===== src/rtl/holdover_pkg.sv =====
package holdover_pkg;
  localparam int NREF = 2;

  typedef enum logic [1:0] {
    ST_LOCK0  = 2'd0,
    ST_LOCK1  = 2'd1,
    ST_HOLD   = 2'd2,
    ST_SWITCH = 2'd3
  } hold_state_t;
endpackage


===== src/rtl/ref_qualify.sv =====
module ref_qualify #(
  parameter int N = 2
) (
  input  logic [N-1:0] lor,
  input  logic [N-1:0] ool,
  input  logic [N-1:0] valid,
  output logic [N-1:0] fault,
  output logic [N-1:0] usable
);
  for (genvar i = 0; i < N; i++) begin : g_ref
    assign fault[i]  = lor[i] | ool[i];
    assign usable[i] = valid[i] & ~lor[i] & ~ool[i];
  end
endmodule


===== src/rtl/hold_fsm.sv =====
module hold_fsm
  import holdover_pkg::*;
(
  input  logic              clk,
  input  logic              rst,
  input  logic              auto_mode,
  input  logic              hold_pin,
  input  logic              revert_en,
  input  logic [NREF-1:0]   fault,
  input  logic [NREF-1:0]   usable,
  output hold_state_t       state,
  output logic              nxt_hold,
  output logic              enter_hold,
  output logic              track_en,
  output logic              active_ref
);
  hold_state_t nxt;
  logic        tgt;
  logic        locked;
  logic        hold_req;

  assign locked   = (state == ST_LOCK0) || (state == ST_LOCK1);
  assign hold_req = auto_mode ? fault[active_ref] : hold_pin;

  always_comb begin
    nxt = state;
    tgt = active_ref;
    case (state)
      ST_LOCK0, ST_LOCK1: begin
        if (hold_req) begin
          if (auto_mode && usable[~active_ref]) begin
            nxt = ST_SWITCH;
            tgt = ~active_ref;
          end else begin
            nxt = ST_HOLD;
          end
        end
      end
      ST_HOLD: begin
        if (!auto_mode) begin
          if (!hold_pin) nxt = active_ref ? ST_LOCK1 : ST_LOCK0;
        end else if (revert_en && (|usable)) begin
          nxt = ST_SWITCH;
          tgt = usable[0] ? 1'b0 : 1'b1;
        end
      end
      ST_SWITCH: nxt = active_ref ? ST_LOCK1 : ST_LOCK0;
      default:   nxt = ST_LOCK0;
    endcase
  end

  assign nxt_hold   = (nxt == ST_HOLD);
  assign enter_hold = nxt_hold && (state != ST_HOLD);
  assign track_en   = locked && !hold_req;

  always_ff @(posedge clk) begin
    if (rst) begin
      state      <= ST_LOCK0;
      active_ref <= 1'b0;
    end else begin
      state <= nxt;
      if (nxt == ST_SWITCH) active_ref <= tgt;
    end
  end


  switch_one_cycle_chk: assert property (@(posedge clk) disable iff (rst)
    (state == ST_SWITCH) |=> (state != ST_SWITCH));


  switch_lands_chk: assert property (@(posedge clk) disable iff (rst)
    (state == ST_SWITCH) |=> (state == (active_ref ? ST_LOCK1 : ST_LOCK0)));


  manual_no_fault_chk: assert property (@(posedge clk) disable iff (rst)
    (!auto_mode && !hold_pin && locked) |=> ((state != ST_HOLD) && $stable(active_ref)));


  no_revert_chk: assert property (@(posedge clk) disable iff (rst)
    ((state == ST_HOLD) && auto_mode && !revert_en) |=> (state == ST_HOLD));
endmodule


===== src/rtl/ftw_hold.sv =====
module ftw_hold #(
  parameter int W = 48
) (
  input  logic         clk,
  input  logic         rst,
  input  logic         in_hold,
  input  logic         nxt_hold,
  input  logic         enter_hold,
  input  logic         track_en,
  input  logic         use_avg,
  input  logic [W-1:0] loop_ftw,
  input  logic [W-1:0] avg_ftw,
  output logic [W-1:0] ftw_out
);
  logic [W-1:0] last_good;
  logic [W-1:0] held;
  logic [W-1:0] held_nxt;

  assign held_nxt = enter_hold ? (use_avg ? avg_ftw : last_good) : held;

  always_ff @(posedge clk) begin
    if (rst) begin
      last_good <= '0;
      held      <= '0;
      ftw_out   <= '0;
    end else begin
      if (track_en) last_good <= loop_ftw;
      held    <= held_nxt;
      ftw_out <= nxt_hold ? held_nxt : loop_ftw;
    end
  end


  held_stable_chk: assert property (@(posedge clk) disable iff (rst)
    (in_hold && nxt_hold) |=> $stable(ftw_out));


  track_follow_chk: assert property (@(posedge clk) disable iff (rst)
    (!nxt_hold) |=> (ftw_out == $past(loop_ftw)));
endmodule


===== src/rtl/holdover_ctrl.sv =====
module holdover_ctrl
  import holdover_pkg::*;
#(
  parameter int FTW_W = 48
) (
  input  logic             clk,
  input  logic             rst,
  input  logic [1:0]       ref_lor,
  input  logic [1:0]       ref_ool,
  input  logic [1:0]       ref_valid,
  input  logic             auto_mode,
  input  logic             hold_pin,
  input  logic             revert_en,
  input  logic             use_avg,
  input  logic [FTW_W-1:0] loop_ftw,
  input  logic [FTW_W-1:0] avg_ftw,
  output logic             in_holdover,
  output logic             switching,
  output logic             active_ref,
  output logic [FTW_W-1:0] ftw_out
);
  logic [NREF-1:0] fault;
  logic [NREF-1:0] usable;
  hold_state_t     state;
  logic            nxt_hold;
  logic            enter_hold;
  logic            track_en;

  ref_qualify #(.N(NREF)) u_qual (
    .lor    (ref_lor),
    .ool    (ref_ool),
    .valid  (ref_valid),
    .fault  (fault),
    .usable (usable)
  );

  hold_fsm u_fsm (
    .clk        (clk),
    .rst        (rst),
    .auto_mode  (auto_mode),
    .hold_pin   (hold_pin),
    .revert_en  (revert_en),
    .fault      (fault),
    .usable     (usable),
    .state      (state),
    .nxt_hold   (nxt_hold),
    .enter_hold (enter_hold),
    .track_en   (track_en),
    .active_ref (active_ref)
  );

  ftw_hold #(.W(FTW_W)) u_ftw (
    .clk        (clk),
    .rst        (rst),
    .in_hold    (in_holdover),
    .nxt_hold   (nxt_hold),
    .enter_hold (enter_hold),
    .track_en   (track_en),
    .use_avg    (use_avg),
    .loop_ftw   (loop_ftw),
    .avg_ftw    (avg_ftw),
    .ftw_out    (ftw_out)
  );

  assign in_holdover = (state == ST_HOLD);
  assign switching   = (state == ST_SWITCH);


  exit_via_switch_chk: assert property (@(posedge clk) disable iff (rst)
    (in_holdover && auto_mode) |=> (in_holdover || switching));
endmodule


===== config.mk =====
export PLATFORM = sky130hd
export DESIGN_NAME = holdover_ctrl
export DESIGN_NICKNAME = d
export VERILOG_FILES = /design/src/rtl/holdover_pkg.sv /design/src/rtl/ref_qualify.sv /design/src/rtl/hold_fsm.sv /design/src/rtl/ftw_hold.sv /design/src/rtl/holdover_ctrl.sv
export SDC_FILE = /design/constraint.sdc
export NUM_CORES = 1
export LEC_CHECK = 0
export BUFFER_PORTS_ARGS = -buffer_cell sky130_fd_sc_hd__buf_2
export CAP_MARGIN = 20
export CORE_MARGIN = 2
export CORE_UTILIZATION = 50
export CTS_CLUSTER_DIAMETER = 50
export DETAILED_ROUTE_END_ITERATION = 8
export GPL_ROUTABILITY_DRIVEN = 0
export GPL_TIMING_DRIVEN = 1
export PLACE_DENSITY = 0.75
export SLEW_MARGIN = 25
export SYNTH_ARGS = -nofsm -noshare
export SYNTH_HDL_FRONTEND = slang
export SYNTH_HIERARCHICAL = 1
export SYNTH_SLANG_ARGS = --single-unit

===== constraint.sdc =====
create_clock -name clk -period 2.5 [get_ports clk]
set_input_delay 0.125 -clock clk [delete_from_list [all_inputs] [get_ports clk]]
set_output_delay 0.125 -clock clk [all_outputs]
set_load 0.01 [all_outputs]

Yosys cells after proc, flatten, opt, wreduce, memory -nomap -nowiden
Index checks and enable logic that the tools add are counted.
{ "totals": {"regBits": 147, "in_bits": 108, "out_inout_bits": 51, "elab_cells": 60} }
{ "op_classes": {"order_cmp": 2, "eq_ne": 10, "muxes": 21, "bitwise": 11, "n_reduce_logical": 11} }
{ "ops": {"columns": ["operator", "n"], "rows": [
  ["48-bit 2-to-1 mux", 3],
  ["1-bit 2-to-1 mux", 12],
  ["2-bit == test (second input constant)", 4],
  ["2-bit 2-to-1 mux", 4],
  ["2-bit by 1-bit != test with 1-bit output (second input constant)", 3],
  ["2-bit case mux with 3 select lines", 1],
  ["6-bit AND reduction", 1],
  ["1-bit NOT", 5],
  ["1-bit bitwise AND", 4],
  ["1-bit logical AND", 4],
  ["1-bit by 2-bit less-than comparator with 1-bit output (second input constant)", 2],
  ["2-bit != test (second input constant)", 2],
  ["2-bit OR reduction", 2],
  ["2-bit by 1-bit == test with 1-bit output (second input constant)", 1],
  ["2-bit logical NOT", 1],
  ["1-bit bitwise OR", 2],
  ["1-bit case mux with 2 select lines", 1],
  ["2-bit nonzero test", 1],
  ["1-bit logical NOT", 1],
  ["1-bit logical OR", 1]
]} }

Logic depth before layout (Yosys ltp)
Gate-level depths: netlist of the first run.
{ "logic_depth": {"word_depth": 13, "depth_mapped": 9, "depth_no_buf": 7} }

Cells and area by module
Netlist of the first run, hierarchy kept.
{ "modules_own_cells": {"columns": ["module", "n_inst", "cells_each", "area_per_inst_um2", "seq_area_each_um2"], "rows": [
  ["ftw_hold", 1, 593, 6224.7, 2882.8],
  ["hold_fsm", 1, 36, 281.5, 60.1],
  ["ref_qualify", 1, 4, 27.5, 0.0],
  ["holdover_ctrl", 1, 2, 16.3, 0.0]
]} }

Worst setup path before layout of the first run
OpenSTA, ideal clock, no wires.
{ "synth_timing": {"path_type": "flip-flop to flip-flop", "startpoint": "reg u_fsm.active_ref", "endpoint": "reg u_ftw.ftw_out[19]", "setup_time_ns": 0.083, "t_arrival_ns": 2.074, "required_time_ns": 2.417, "slack_ns": 0.343, "path_stages_with_launch": 9, "n_path_buf": 2, "period_less_slack_ns": 2.157, "cell_sequence": "dfxtp_1 buf_6 mux2i_1 and3_1 o32a_1 nor2_1 buf_2 or4bb_1 o221ai_1"} }
{ "synth_between": {"elab_chain_cells": 10, "elab_cells_between_ends": 16, "classes_between": "eq/ne (1); mux (13); reduce/logical (2)"} }
{ "synth_lines": {"columns": ["item", "line", "source"], "rows": [
  ["start, declared", "hold_fsm.sv:15", "output logic active_ref"],
  ["start signal, assigned", "hold_fsm.sv:62", "if (nxt == ST_SWITCH) active_ref <= tgt;"],
  ["1-bit 2-to-1 mux (not written as such) (2 in a row)", "hold_fsm.sv:31", "if (auto_mode && usable[~active_ref]) begin"],
  ["1-bit logical AND", "hold_fsm.sv:31", null],
  ["1-bit 2-to-1 mux", "hold_fsm.sv:31", null],
  ["2-bit 2-to-1 mux", "hold_fsm.sv:30", "if (hold_req) begin"],
  ["2-bit case mux with 3 select lines (*)", "hold_fsm.sv:28", "case (state)"],
  ["2-bit == test (*)", "hold_fsm.sv:52", "assign nxt_hold = (nxt == ST_HOLD);"],
  ["via nxt_hold", "holdover_ctrl.sv:25", "logic nxt_hold;"],
  ["1-bit logical AND", "hold_fsm.sv:53", "assign enter_hold = nxt_hold && (state != ST_HOLD);"],
  ["48-bit 2-to-1 mux", "ftw_hold.sv:19", "assign held_nxt = enter_hold ? (use_avg ? avg_ftw : last_good) : held;"],
  ["48-bit 2-to-1 mux (*)", "ftw_hold.sv:29", "ftw_out <= nxt_hold ? held_nxt : loop_ftw;"],
  ["end signal, assigned", "ftw_hold.sv:29", null],
  ["end, declared", "ftw_hold.sv:13", "output logic [W-1:0] ftw_out"]
]} }
Mark *: on every way through the listed nets, which the timed path passes. The rest lies on a longest branch. The select of a mux whose other input is x is not followed.
A chain may end at the register's enable or synchronous reset.

Worst setup path in the final report of the first run
{ "layout_timing": {"startpoint": "reg u_fsm.active_ref", "endpoint": "reg u_ftw.ftw_out[45]"} }
The elaborated chain is that of the path after synthesis.

==> results.txt, run 1 <==
The tools report the post-route DRC violation count as 0. Floorplan die width: 118.5 um. The fraction of the mapped netlist area in adder cells was 0%.

For the count of cell types in the netlist, the log shows 34. The tools report the total length of routed wires as 16,400 um. Summed over all instances, the cell type with the most area after synthesis is sky130_fd_sc_hd__dfxtp_1. For the worst-skew pair, the clock arrives at the later sink with an insertion delay of 420 ps.

For the post-synthesis instance total, the log shows 635. The post-route cell area came out at 8396 um2. The final core utilization is 65.99%. For the minimum setup slack after placement, the log shows 164.8 ps. TritonCTS built the clock tree. Routed metal-1 wire length: 6917 um.

Traced cell by cell, the critical path runs through mux2i_1 > and3_1 > o32a_1 > nor2_4 > buf_4 > or4bb_1 > o221ai_1. Initial antenna violation count: 0. The clock transition at the register clock pins on the worst setup and hold paths after CTS came out at 60 ps. 159 I/O pins were placed.

Per-instance average area after synthesis: 10.32 um2. After synthesis, the largest family of logic cells by area is simple AND/OR/NAND/NOR gates. For the count of nets left with antenna violations after detail routing, the log shows 0. The longest individual stage delay on the worst path is 420 ps. The placed wire-length estimate is 10,230 um.

The cell sitting at the root of the clock tree is a sky130_fd_sc_hd__clkbuf_16. The critical path runs through a total of 7 cells. The tools report the register share of total power as 43.4%. The number of max-slew violations in the final report is 0.

Detail-routed via count per cell: 5.585. The detailed router finished its first iteration with 381 violations. Capturing element type of the critical path: a register. In the layout the commonest cells are 157 x sky130_fd_sc_hd__buf_2, 146 x sky130_fd_sc_hd__dfxtp_1, 100 x sky130_fd_sc_hd__nor2_1. For the pin with the worst max-slew slack, the measured transition is 681.2 ps.

The tools report the worst-case clock buffer depth as 2. The synthesized design contains 0 enable-type register cells. Wire length of the first global-routing pass: 27,140 um. The flow ran to the end, and the final reports show no timing, DRC or antenna violations. In the global route stage, overall resource usage came out at 23.78%. The portion of synthesized area spent on multiplexers is 15.13%. The peak fanout along the critical path was 12. For this run, the top clock speed supported by timing is 0.4464 GHz.

The compound-cell area share of the yosys netlist is 13.24%. The run gives 0 as the residual overflow from global routing. The slowest stage of the critical path belongs to the cell sky130_fd_sc_hd__dfxtp_2.

The die is 118.5 um tall. Clock skew on the completed layout was measured at 10.14 ps. The final critical-path required period is 2240 ps. The post-synthesis async set-or-reset flop share is 0%. Yosys attributes the largest share of cell area to sky130_fd_sc_hd__dfxtp_1 45%, sky130_fd_sc_hd__mux2i_1 15%, sky130_fd_sc_hd__nand4bb_1 7.4%. Dividing total power by cell area gives a power density of 732.2 nW/um2. The run gives 147 as the number of clock sinks.

Hold timing on the final database bottoms out at a slack of 17.68 ps. The tools report the mapped cell area as 6550 um2. The switching fraction of total power was 25.66%. The number of vias in the routed layout was 5,529. 0 antenna diodes ended up in the layout.

The run gives 0 as the final hold violation count. Adding up every negative setup slack in the final design gives 0 ps. Buffers added to address setup during post-CTS repair amount to 0. The data required time at the worst endpoint is 2830 ps.

The simple-gate share of the synthesized area came out at 20.52%. The logs give 7368 um2 for the post-detailed-placement cell area and 3.512 nW for the static leakage power. The number of optimization iterations in the first detailed-route pass is 7. Post-synthesis share of cell area spent on xor and xnor gates: 0%. The net switching power of the design was 1.577 mW; the number of standard cells in the final layout excluding fillers was 990. The run gives 8300 um as the met2 wirelength from detailed routing.

The headroom to the max-slew limit was 54.59%. In this run the worst hold path is classified as input pin to register. Sequential elements use 44.93% of the synthesized area. After layout, the design draws a total of 6.147 mW. The register bit total from synthesis came out at 147. Summed over all nets, wire length on met3 after detailed routing comes to 864 um. The tools report the row count as 41. The proportion of layout cells with a drive suffix above 1 was 25.67%. The clock buffer count from CTS was 17; the total number of yosys warnings was 6. The region available for standard cell placement spans 12,720 um2.

Of the post-synthesis cell area, the dominant cell type holds 44.93%. The number of endpoints failing setup at the final stage was 0. For the number of H-tree branching levels, the log shows 4. The critical path is of the register to register type.

Worst path buffer plus inverter count: 1. The internal cell power is 4.570 mW. Of the total power, combinational logic draws 17.8%. Number of nets in the layout: 915. The dominant register cell in the synthesized netlist was sky130_fd_sc_hd__dfxtp_1.

The final critical-path setup slack is 259.6 ps, and the net count of the mapped netlist is 743. After detailed routing, no signal wire sits above met4. IR analysis of the VDD net gives a maximum drop of 459.7 uV. Entering global routing, the biggest net connects 77 pins. Setup repair after global routing left no endpoint under its margin. The tool flagged a number of max-cap violations equal to 0. The most common library cell in the layout ignoring fill and taps was sky130_fd_sc_hd__buf_2. Grouping stages by cell kind, the critical path spends the most delay in simple AND/OR/NAND/NOR gates. The worst hold path was traced through 3 stages. The worst setup path is launched from a register.

Data arrives at the worst endpoint at 2570 ps. The layout overhead on the synthesized area was 28.18%. In the final routed layout, each cell accounts on average for 16.56 um. The number of global-route vias before repair is 5,766. The clock network is responsible for 38.8% of the overall power. The initial utilization of the core area, before any placement, comes to 51.49%. The floorplan step defined a die boundary enclosing 14,030 um2. Port buffering added 158 buffers. The number of fill cells in the layout was 1,036.

Of the available clock period, the critical path in the final layout requires 89.61%. Worst reg2reg path depth: 7. The tools report the cell count after placement as 913.
routing by layer:
metal | vias up | GRT usage, %
li1 | 2683 | -
met1 | 2631 | 28.22
met2 | 187 | 41.15
met3 | 28 | 5.068
met4 | 0 | 10.71
met5 | - | 0
power groups by stage:
stage                     Combinational (mW)  Clock [mW]  Sequential [mW]
after floorplan                        0.669           0             2.73
after global placement                 0.990           0             2.70
after detailed placement                1.03           0             2.71
after CTS                               1.09        2.43             2.66
after global routing                    1.20        2.54             2.69
final                                   1.09        2.39             2.67
synthesized netlist by cell type, types with 2 or more instances:
library cell and n:
sky130_fd_sc_hd__buf_6 5, sky130_fd_sc_hd__nand2b_1 48, sky130_fd_sc_hd__nand4bb_1 43, sky130_fd_sc_hd__nor3b_1 2
sky130_fd_sc_hd__or4bb_1 5, sky130_fd_sc_hd__buf_12 3, sky130_fd_sc_hd__a21oi_1 2, sky130_fd_sc_hd__a211oi_1 47
sky130_fd_sc_hd__mux2i_1 99, sky130_fd_sc_hd__nor2_1 102, sky130_fd_sc_hd__dfxtp_1 147, sky130_fd_sc_hd__clkbuf_1 24
sky130_fd_sc_hd__buf_4 10, sky130_fd_sc_hd__a211oi_2 2, sky130_fd_sc_hd__or2_1 2, sky130_fd_sc_hd__nand2_1 5
sky130_fd_sc_hd__buf_2 24, sky130_fd_sc_hd__o221ai_1 49
logic make-up after synthesis:
family / count (synthesis)
buf+inv: 67
mux: 99
compound gates: 106
simple gates: 216
flops: 147
worst min-delay path, stage by stage:
cell and delay, ps:
sky130_fd_sc_hd__buf_2 120, sky130_fd_sc_hd__mux2i_1 70, sky130_fd_sc_hd__nor2_1 80
flip-flops by register name, indices dropped and copies added (netlist names):
name and flops:
u_fsm/state 2, u_ftw/ftw_out 48, u_ftw/held 48, u_ftw/last_good 48, u_fsm/active_ref 1
worst paths after layout:
| check | from | end | slack (ps) |
|---|---|---|---|
| worst min-delay path | loop_ftw[12] | u_ftw/last_good[12]$_SDFFE_PP0P_ | 20 |
| worst min register to register | u_ftw/held[16]$_SDFF_PP0_ | u_ftw/held[16]$_SDFF_PP0_ | 480 |
| worst max register to register | u_fsm/active_ref$_SDFFE_PP0P_ | u_ftw/ftw_out[45]$_SDFF_PP0_ | 260 |
| worst max-delay path | u_fsm/active_ref$_SDFFE_PP0P_ | u_ftw/ftw_out[45]$_SDFF_PP0_ | 260 |
what timing repair did:
action                                  in CTS  in global routing
endpoints found under the setup margin       0                  1
hold endpoints to repair                    47                  0
resized for setup                            0                  1
hold buffers                                47                  0
final cells by class:
type / instances / area [um2] / area share, %
tap: 172 / 215.2 / 2.563
timing repair buffer: 220 / 1451 / 17.29
multi-input combinational: 421 / 3229 / 38.47
clock buffer: 25 / 505.5 / 6.021
clock inverter: 5 / 50.05 / 0.5961
sequential: 147 / 2944 / 35.07
(Power assumes the default switching activity.)
==> run 2, diff against run 1 <==
CTS_BUF_LIST = sky130_fd_sc_hd__clkbuf_16   (was unset)
clock period = 2.1 ns   (was 2.5 ns; I/O delays follow)
==> run 2 against run 1 <==
The run now ends with setup timing left. Power up 22%. Critical endpoint is now u_ftw/ftw_out[3]$_SDFF_PP0_. Die area unchanged. Critical path type unchanged. Highest routed layer unchanged. Via count up 2.8%. Worst hold slack better by 8.7 ps.
==> results.txt, run 2 (synthesis results as in run 1) <==
The footprint of the flip-flops and latches was 2948 um2 (+0.13%); the longest individual stage delay on the worst path was 370 ps (-50 ps). The run gives 51.49% (unchanged) as the effective utilization at floorplan. The number of optimization iterations in the first detailed-route pass was 5 (-2). The run gives 0 (unchanged) as the initial antenna violation count. The number of nets in the layout is 945 (+3.3%). Residual overflow from global routing: 0 (unchanged). The worst hold path begins at avg_ftw[35].

For the final critical-path setup slack, the log shows -2.056 ps (-261.7 ps). The area of combinational cells with multiple inputs was 3477 um2 (+7.7%); the number of clock sinks was 147 (unchanged). The total power density per cell area came out at 827.1 nW/um2 (+13%). The post-route fraction of the period consumed by the critical path was 100.1% (+10 points); the proportion of layout cells with a drive suffix above 1 was 31.88% (+6.2 points). The run finished, with violations left. The floorplan die width was 118.5 um (unchanged); the relative contribution of combinational cells to total power was 21.3% (+3.5 points).

Leaving out fill and tap cells, the most frequent cells in the layout are 157 x sky130_fd_sc_hd__buf_2, 145 x sky130_fd_sc_hd__dfxtp_1, 100 x sky130_fd_sc_hd__nor2_1. The number of H-tree branching levels is 4 (unchanged). The number of max-slew violations in the final report came out at 0 (unchanged). The critical path class was register to register. The run gives 0 (unchanged) as the count of nets left with antenna violations after detail routing. The run gives 2.040 mW (+29%) as the net switching power of the design.

Relative to the synthesized area, the layout overhead comes to 38.34%. The capturing element type of the critical path is a register. The headroom to the max-slew limit was 55.29% (+0.70 points); the switching fraction of total power was 27.21% (+1.6 points). TritonCTS built the clock tree. The insertion delay of the later-clocked pin in the worst-skew pair is 420 ps (about the same).

The worst setup path is launched from a register. Most common library cell in the layout ignoring fill and taps: sky130_fd_sc_hd__buf_2. The final hold violation count was 0 (unchanged); the final critical-path required period was 2102 ps (-138.3 ps). The number of global-route vias before repair was 5,673 (-1.6%); the total length of routed wires was 17,780 um (+8.4%). For the clock buffer count from CTS, the log shows 17 (unchanged). The library cell used as clock root buffer is sky130_fd_sc_hd__clkbuf_16. Startpoint of the worst setup timing path: u_fsm/active_ref$_SDFFE_PP0P_. The tools report the placed wire-length estimate as 10,180 um (-0.52%).

The wire length of the first global-routing pass came out at 27,740 um (+2.2%). The number of vias in the routed layout came out at 5,685 (+2.8%). Final core utilization: 71.22% (+5.2 points). The tools report the number of endpoints failing setup at the final stage as 1 (+1). The number of primary I/O pins was 159 (unchanged); the worst-case clock buffer depth was 2 (unchanged). The global routing usage summed across all routing layers was 24.34% (+0.57 points); the row count was 41 (unchanged). The data required time at the worst endpoint came out at 2430 ps (-400 ps). Launch point of the worst reg-to-reg path: u_fsm/active_ref$_SDFFE_PP0P_. The largest registers in the layout are u_ftw/ftw_out (48), u_ftw/held (48), u_ftw/last_good (48). The worst clock skew on the final layout came out at 6.989 ps (-3.155 ps). The final reports fail on setup timing. The clock group share of total power was 36.4% (-2.4 points); the final sum of negative setup slack was -2.056 ps (-2.056 ps). The run gives 0 (unchanged) as the post-route DRC violation count. Kind of path behind the tightest hold check: input pin to register. The average routed wire per standard cell was 17.39 um (+5.0%).

The initial detailed-routing violation count was 389 (+2.1%). The timing-limited maximum frequency was 0.4757 GHz (+6.6%). The diode insertion count for antenna repair was 0 (unchanged); the count of buffers inserted at the top-level ports was 158 (unchanged). The floorplan core area was 12,720 um2 (unchanged). The signal on the critical path passes through mux2i_4 > and3_4 > o32a_1 > nor2_4 > buf_12 > nand3b_1 > buf_6 > clkbuf_16 > o221ai_1.

The slowest stage of the critical path belongs to the cell sky130_fd_sc_hd__dfxtp_4. The logs give 5.455 mW (+19%) for the internal cell power and 907 (-12%) for the number of fill cells in the layout. The register share of total power was 42.3% (-1.1 points); the transition time of the tightest slew-check pin was 669.5 ps (-11.71 ps). The data arrival time of the worst path was 2430 ps (-140 ps); the y dimension of the die was 118.5 um (unchanged). The count of max-cap constraint violations is 0 (unchanged). Static leakage power: 3.792 nW (+8.0%). Setup repair after global routing could not meet its margin everywhere. The detail-routed via count per cell was 5.563 (-0.40%); the maximum ir drop on the vdd rail was 630.0 uV (+37%). The peak fanout along the critical path was 14 (+2).

The maximum number of pins on one net before global-route repair was 59 (-23%); the clock transition at the register clock pins on the worst setup and hold paths after CTS was 60 ps (about the same). The run gives 14,030 um2 (unchanged) as the die area.
-- run 2: changes by cell type in the layout (fill, tap and decap cells not counted), sizes merged --
| cell | before | now |
|---|---|---|
| buf | 173 | 196 |
| clkinvlp | 0 | 1 |
| a211oi | 49 | 50 |
| clkbuf | 25 | 20 |
| inv | 0 | 3 |
| dlygate4sd3 | 47 | 48 |
| bufbuf | 0 | 2 |
| clkinv | 4 | 10 |
-- run 2: final cells by class --
cell class                      instances  area share (%)
Clock buffer                           17           4.695
Clock inverter                         15           1.105
Multi-Input combinational cell        422           38.37
Sequential cell                       147           32.53
Tap cell                              172           2.375
Timing Repair Buffer                  249           20.92
-- run 2: stage by stage --
step	cell area, um2	total power [mW]	setup slack, ps	hold slack [ps]	instances
floorplan	6553	4.045	18.77	169.3	635
global placement	7483	4.430	-235.5	359.5	925
detailed placement	7483	4.479	-306.4	366.2	925
CTS	8753	7.405	11.52	15.82	1017
global route	9061	7.791	-80.55	24.28	1022
finish	9061	7.495	-2.056	26.40	1022
-- run 2: worst paths after layout --
check        depth (start not counted)  slack, ps                      endpoint
max                                  9         -2   u_ftw/ftw_out[3]$_SDFF_PP0_
min                                  3         30  u_ftw/ftw_out[35]$_SDFF_PP0_
max reg2reg                          9         -2   u_ftw/ftw_out[3]$_SDFF_PP0_
min reg2reg                          2        490     u_ftw/held[15]$_SDFF_PP0_
-- run 2: worst max-delay path: cells and delay by family (launching register included) --
kind	cells	cell delay, ps
buffers and inverters	3	500
muxes	1	200
AOI/OAI and AO/OA	2	520
DFF	1	370
and+or+nand+nor	3	410
-- run 2: power by group through the flow --
stage	Clock, mW	Sequential [mW]	Combinational (mW)
after floorplan	0	3.25	0.798
after global placement	0	3.21	1.22
after detailed placement	0	3.22	1.26
after CTS	2.76	3.17	1.48
after global routing	2.88	3.19	1.72
final	2.73	3.17	1.60
-- run 2: metal layers --
metal / vias to the layer above / GRT usage [%] / part of all wire (%)
met5: - / 0 / 0
met4: 0 / 8.854 / 2.3
met3: 36 / 4.826 / 5.0
met2: 192 / 42.41 / 50
met1: 2706 / 29.74 / 42
li1: 2751 / - / -
-- run 2: repair_timing --
item,4_1_cts,5_1_grt
buffers inserted,7,3
gates cloned,5,3
setup endpoints to repair,92,77
gates resized for setup,13,32
hold endpoints to repair,49,0
hold buffers,48,0
pin swaps,3,2
